==> src/rtl/oe_block_port.sv <==
`timescale 1ns/1ps
module oe_block_port #(
  parameter int NBLK = 32,
  parameter int BITS = 64
) (
  input  logic                     clk,
  input  logic                     rst_n,
  input  logic                     sel_i,
  input  logic                     wr_i,
  input  logic [$clog2(NBLK)-1:0]  addr_i,
  input  logic                     sin_i,
  output logic                     sout_o,
  output logic                     valid_o,
  output logic                     take_o,
  output logic                     busy_o
);
  localparam int HALF = BITS / 2;
  localparam int AW   = $clog2(NBLK);
  localparam int SW   = $clog2(BITS);

  typedef enum logic [1:0] {S_IDLE, S_LOAD, S_RUN, S_COMMIT} st_t;

  st_t             st;
  logic            wr_q;
  logic [AW-1:0]   blk_q;
  logic [SW-1:0]   slot;
  logic [HALF-1:0] ev_sr, od_sr;
  logic [BITS-1:0] mem [NBLK];

  wire last = (slot == SW'(BITS - 1));

  always_ff @(posedge clk) begin
    if (!rst_n) begin
      st    <= S_IDLE;
      wr_q  <= 1'b0;
      blk_q <= '0;
      slot  <= '0;
      ev_sr <= '0;
      od_sr <= '0;
      for (int b = 0; b < NBLK; b++) mem[b] <= '0;
    end else begin
      case (st)
        S_IDLE: if (sel_i) begin
          blk_q <= addr_i;
          wr_q  <= wr_i;
          st    <= S_LOAD;
        end
        S_LOAD: begin
          for (int i = 0; i < HALF; i++) begin
            ev_sr[i] <= mem[blk_q][2*i];
            od_sr[i] <= mem[blk_q][2*i+1];
          end
          slot <= '0;
          st   <= S_RUN;
        end
        S_RUN: begin
          if (!slot[0]) begin
            if (wr_q) ev_sr <= {sin_i, ev_sr[HALF-1:1]};
          end else begin
            od_sr <= {wr_q & sin_i, od_sr[HALF-1:1]};
            if (!wr_q) ev_sr <= {1'b0, ev_sr[HALF-1:1]};
          end
          slot <= slot + 1'b1;
          if (last) st <= wr_q ? S_COMMIT : S_IDLE;
        end
        default: begin
          for (int i = 0; i < HALF; i++) begin
            mem[blk_q][2*i]   <= ev_sr[i];
            mem[blk_q][2*i+1] <= od_sr[i];
          end
          st <= S_IDLE;
        end
      endcase
    end
  end

  assign busy_o  = (st != S_IDLE);
  assign valid_o = (st == S_RUN) && !wr_q;
  assign take_o  = (st == S_RUN) && wr_q;
  assign sout_o  = valid_o & (slot[0] ? od_sr[0] : ev_sr[0]);
endmodule


==> config.mk <==
export PLATFORM = sky130hd
export DESIGN_NAME = oe_block_port
export DESIGN_NICKNAME = d
export VERILOG_FILES = /design/src/rtl/oe_block_port.sv
export SDC_FILE = /design/constraint.sdc
export NUM_CORES = 2
export LEC_CHECK = 0
export ABC_CLOCK_PERIOD_IN_PS = 6700
export BUFFER_PORTS_ARGS = -buffer_cell sky130_fd_sc_hd__buf_4
export CAP_MARGIN = 20
export CORE_AREA = 2 2 410 412
export DETAILED_ROUTE_END_ITERATION = 8
export DIE_AREA = 0 0 412 414
export PLACE_DENSITY_LB_ADDON = 0.25
export SLEW_MARGIN = 20
export SYNTH_ARGS = -nofsm -noshare
export SYNTH_HDL_FRONTEND = slang
export SYNTH_SLANG_ARGS = --single-unit
==> constraint.sdc <==
create_clock -name clk -period 6.7 [get_ports clk]
set_clock_uncertainty 0.05 [all_clocks]
set_input_delay 0.67 -clock clk [delete_from_list [all_inputs] [get_ports clk]]
set_output_delay 0.67 -clock clk [all_outputs]
set_load 0.01 [all_outputs]
**Word level (Yosys, flattened, before mapping)**

Memory sizes are Yosys's and may differ from the RTL's. A register that Yosys moved wholly into a read port is not among the register bits.
Index checks and enable logic that the tools add are counted.

- Memories: 1
- RAM bits: 2,048
- Bits of input ports: 10
- Word-level logic and storage cells: 51
- Bits in registers: 78

- $add $sub $neg: 1
- Reduce and logical (&&, ||, !) cells: 12
- Multiplexer cells: 21
- Equality and inequality tests: 8
- Bitwise gates (word level): 2

Memories:

| name | depth | width | rd ports | clocked after memory_dff | write ports | line | RTL |
|---|---|---|---|---|---|---|---|
| mem | 32 | 64 | 1 | 1 | 32 | 28 | `logic [BITS-1:0] mem [NBLK];` |

Operators with widths:

| operator | number |
|---|---|
| 2-to-1 mux 32 bit | 4 |
| one-hot mux 32 bit (2 select lines) | 2 |
| 2-to-1 mux 64 bit | 1 |
| OR reduction 64 bit | 1 |
| 2-to-1 mux 5 bit | 3 |
| one-hot mux 6 bit (2 select lines) | 1 |
| adder 6 x 1 -> 6 bit (second input constant) | 1 |
| == test 6 bit (second input constant) | 1 |
| 2-to-1 mux 1 bit | 6 |
| 2-to-1 mux 2 bit | 3 |
| inequality test 2 bit (second input constant) | 3 |
| inequality test 3 bit (second input constant) | 2 |
| one-hot mux 2 bit (3 select lines) | 1 |
| AND reduction 2 bit | 3 |
| nonzero test 2 bit | 2 |
| AND reduction 3 bit | 1 |
| OR reduction 3 bit | 1 |
| AND 1 bit | 2 |
| == test 2 x 1 -> 1 bit (second input constant) | 1 |
| == test 2 bit (second input constant) | 1 |
| logical AND 1 bit | 2 |
| logical NOT 2 bit | 1 |
| logical NOT 1 bit | 1 |

**Depth between registers and ports, before layout**

- Depth in word-level cells: 7
- Depth in mapped cells: 10

**Worst setup path after synthesis**

OpenSTA, ideal clock, no wires.

- Path type: in2reg
- Start point: input rst_n
- End point: memory mem[16][0] (enable)
- Arrival: 6.251 ns
- Stages on the path: 6
- Slack: -0.176 ns
- Library setup time: 0.574 ns
- Data required time: 6.076 ns
- Path through: clkbuf_1 nand2_1 or3_1 clkbuf_1 clkbuf_1 o21ai_0

RTL lines:

| element | line | RTL |
|---|---|---|
| start: declaration | 7 | `input logic rst_n,` |
| end: declaration | 28 |  |

==> impl_metrics.env <==
export IMPL_cp_arrival_ns=4.69
export IMPL_place_inst=8169
export IMPL_synth_edf_count=2048
export IMPL_combinationalPowerShare=0.191
export IMPL_drv_cap=0
export IMPL_cts_made_buffers=212
export IMPL_cts_clk_slew_worst_paths_ns=0.06
export IMPL_power_density_nw_per_um2=324.7
export IMPL_regToRegSetupSlack_ns=2.70
export IMPL_internal_power_mw=23.60
export IMPL_register_area_sq_um=63190
export IMPL_report_power_total_mw=34.18
export IMPL_p_switching_mw=10.59
export IMPL_grt_pass1_vias=58000
export IMPL_drv_slew=0
export IMPL_cts_setup_buffers=0
export IMPL_synth_net_count=6425
export IMPL_syn_avg_cell_area_sq_um=14.94
export IMPL_final_common_cell="edfxtp_1"
export IMPL_drcViolationCount=0
export IMPL_yosys_warnings=0
export IMPL_ys_top_cells_by_area="edfxtp_1 (64%), and2_1 (11%), mux4_2 (9.9%)"
export IMPL_first_pass_iters=6
export IMPL_nets=6201
export IMPL_r2r_cells=7
export IMPL_cts_tree="done"
export IMPL_multi_input_area_sq_um=30230
export IMPL_final_area_sq_um=105300
export IMPL_layout_cells_non_filler=8583
export IMPL_placed_area_sq_um=98350
export IMPL_dp_hpwl_um=163000
export IMPL_die_height_um=414
export IMPL_cp_start_kind="flop"
export IMPL_synth_top_area_share=0.6421
export IMPL_clock_sinks=2131
export IMPL_via_count=58900
export IMPL_worst_hold_slack_ns=0.06995
export IMPL_fill_cells=11830
export IMPL_vias_per_cell=6.863
export IMPL_synth_seq_cells=2131
export IMPL_gr_total_overflow=0
export IMPL_worst_slew_pin_slew_ns=1.161
export IMPL_outcome="complete, no violations"
export IMPL_synth_async_reset_ratio=0
export IMPL_yosys_area_top_type="edfxtp_1"
export IMPL_num_rows=150
export IMPL_synth_cells=6410
export IMPL_grt_max_degree=111
export IMPL_hp_class="input port to flop"
export IMPL_wl_um=297800
export IMPL_die_area_sq_um=170600
export IMPL_path_max_fanout=43
export IMPL_post_route_min_period_ns=4.001
export IMPL_areaGrowthSynthToFinish_pct=9.914
export IMPL_grt_antenna_before_repair=25
export IMPL_synth_area_sq_um=95770
export IMPL_drive_above_1_share=0.1719
export IMPL_die_x_um=412
export IMPL_ys_dominant_reg_cell="edfxtp_1"
export IMPL_insertion_delay_ns=0.87
export IMPL_port_buffers=13
export IMPL_dr_first_iter_drc_count=10110
export IMPL_period_share=0.5971
export IMPL_peakVddDrop_v=0.0002777
export IMPL_whs_path_depth=3
export IMPL_finalWeightedCongestion=0.8769
export IMPL_cts_max_path_buffers=3
export IMPL_power_frac_clock=0.342
export IMPL_start_util=0.5759
export IMPL_grt_pass1_wl_um=423600
export IMPL_layout_common_cells="edfxtp_1 (2048), and2_1 (1669), mux4_2 (422)"
export IMPL_ys_seq_area_frac=0.6595
export IMPL_worstSetupPathType="flop to flop"
export IMPL_hold_viol_final=0
export IMPL_rsz0062_at_grt="false"
export IMPL_worstPathRequired_ns=7.39
export IMPL_yosysUniqueCellTypes=65
export IMPL_wl_per_cell_um=34.70
export IMPL_clock_tree_htree_level_count=4
export IMPL_max_slew_margin_rel=0.2239
export IMPL_p_sw_frac=0.3097
export IMPL_r2r_end="ev_sr[1]"
export IMPL_power_leakage_nw=36.05
export IMPL_grtUsageTotal=0.3497
export IMPL_antenna_left=0
export IMPL_finalSetupViolCount=0
export IMPL_core_area_sq_um=166300
export IMPL_pwr_share_seq=0.467
export IMPL_fin_setup_tns_ns=0
export IMPL_cts_root_buf="clkbuf_16"
export IMPL_pin_count=14
export IMPL_cp_end_kind="flop"
export IMPL_worstHoldStart="addr_i[2]"
export IMPL_fmax_mhz=250.0
flip-flops by register name (all words and copies together), names as in the netlist, named ones only:
signal,flops
od_sr,32
slot,6
wr_q,1
ev_sr,32
blk_q,5
mem,2048
st,2
worst max-delay path: stages (launching register included):
cell	delay [ns]
dfxtp_4	0.63
buf_4	0.78
and2_2	0.73
buf_4	0.58
a22oi_1	0.18
a31oi_1	0.47
nand3_1	0.16
a32o_1	0.24
kinds of logic (layout without fill, tap and decap cells):
family                     Yosys count  in the layout  synth area share
adders and majority gates            5              5         0.0006532
muxes                              669            669            0.1253
AOI/OAI and AO/OA                  501            501           0.03638
buffers and inverters              700            659           0.03226
DFF                               2131           2131            0.6595
xor gates and xnor gates             5              5         0.0004573
and+or+nand+nor                   2399           2399            0.1455
other                                0             10                 0
routing by layer:
metal	routed length, um	global-route usage	vias to the layer above
met1	104000	0.4711	29950
met4	16550	0.1761	8
met3	40700	0.09154	913
met5	53	0.001131	-
met2	136500	0.5298	4563
li1	-	-	23470
stage by stage:
step / worst slack [ns] / utilization
4_1_cts: 2.839 / 0.6323
5_1_grt: 2.715 / 0.6329
6_report: 2.699 / 0.6330
3_3_place_gp: 2.450 / 0.5908
2_1_floorplan: -0.1759 / -
3_5_place_dp: 2.310 / 0.5915
synth_stat cells (6+ instances only):
cell and n:
buf_1 26, nand2b_1 8, edfxtp_1 2048, nor4_1 7, nand4_1 6, a211oi_1 7, a22oi_1 85, a21oi_1 95
nor3_1 397, mux2i_1 231, a2111oi_0 11, or3_1 19, and2_1 1670, nand3_1 35, buf_6 28, o211ai_1 20
mux2_2 16, dfxtp_1 83, a311o_1 10, buf_4 43, nor2b_1 17, a221oi_1 40, nor2_1 72, o221a_2 13
clkbuf_1 517, a311oi_1 6, o2111ai_1 9, o21ai_0 95, buf_2 62, mux4_2 422, a31oi_1 38, inv_1 17
nand2_1 150, a22o_1 6, a32o_1 7, a221o_1 17, o22ai_1 9
worst max path at each step:
stage	from	to	slack, ns	depth (start not counted)
2_1_floorplan	rst_n	mem[16][0]	-0.18	6
3_3_place_gp	rst_n	mem[24][55]	2.45	7
3_5_place_dp	rst_n	mem[11][53]	2.31	5
4_1_cts	flop	ev_sr[1]	2.84	7
5_1_grt	st[1]	mem[27][44]	2.72	6
6_report	flop	ev_sr[1]	2.70	7
what timing repair did:
action                                 4_1_cts  5_1_grt
gates resized for setup                      0        0
endpoints found under the hold margin        4        0
hold buffers                                 3        0
power by group through the flow:
stage / clock [mW] / combinational [mW] / sequential (mW)
finish: 11.7 / 6.53 / 16.0
global route: 12.2 / 6.64 / 16.0
CTS: 11.7 / 6.31 / 15.9
global placement: 0 / 6.21 / 16.2
detailed placement: 0 / 6.29 / 16.2
floorplan: 0 / 3.94 / 15.8
area by class of cell:
class | count | share of cell area
flip-flops and latches | 2131 | 0.6003
multi-input cells | 3579 | 0.2872
clock buffers | 283 | 0.05476
well taps | 2204 | 0.02620
repair buffers | 240 | 0.02111
clock inverters | 114 | 0.009402
inverters | 22 | 0.0007845
diodes | 10 | 0.0002377
Note: power is estimated with default switching activity, not from simulation.
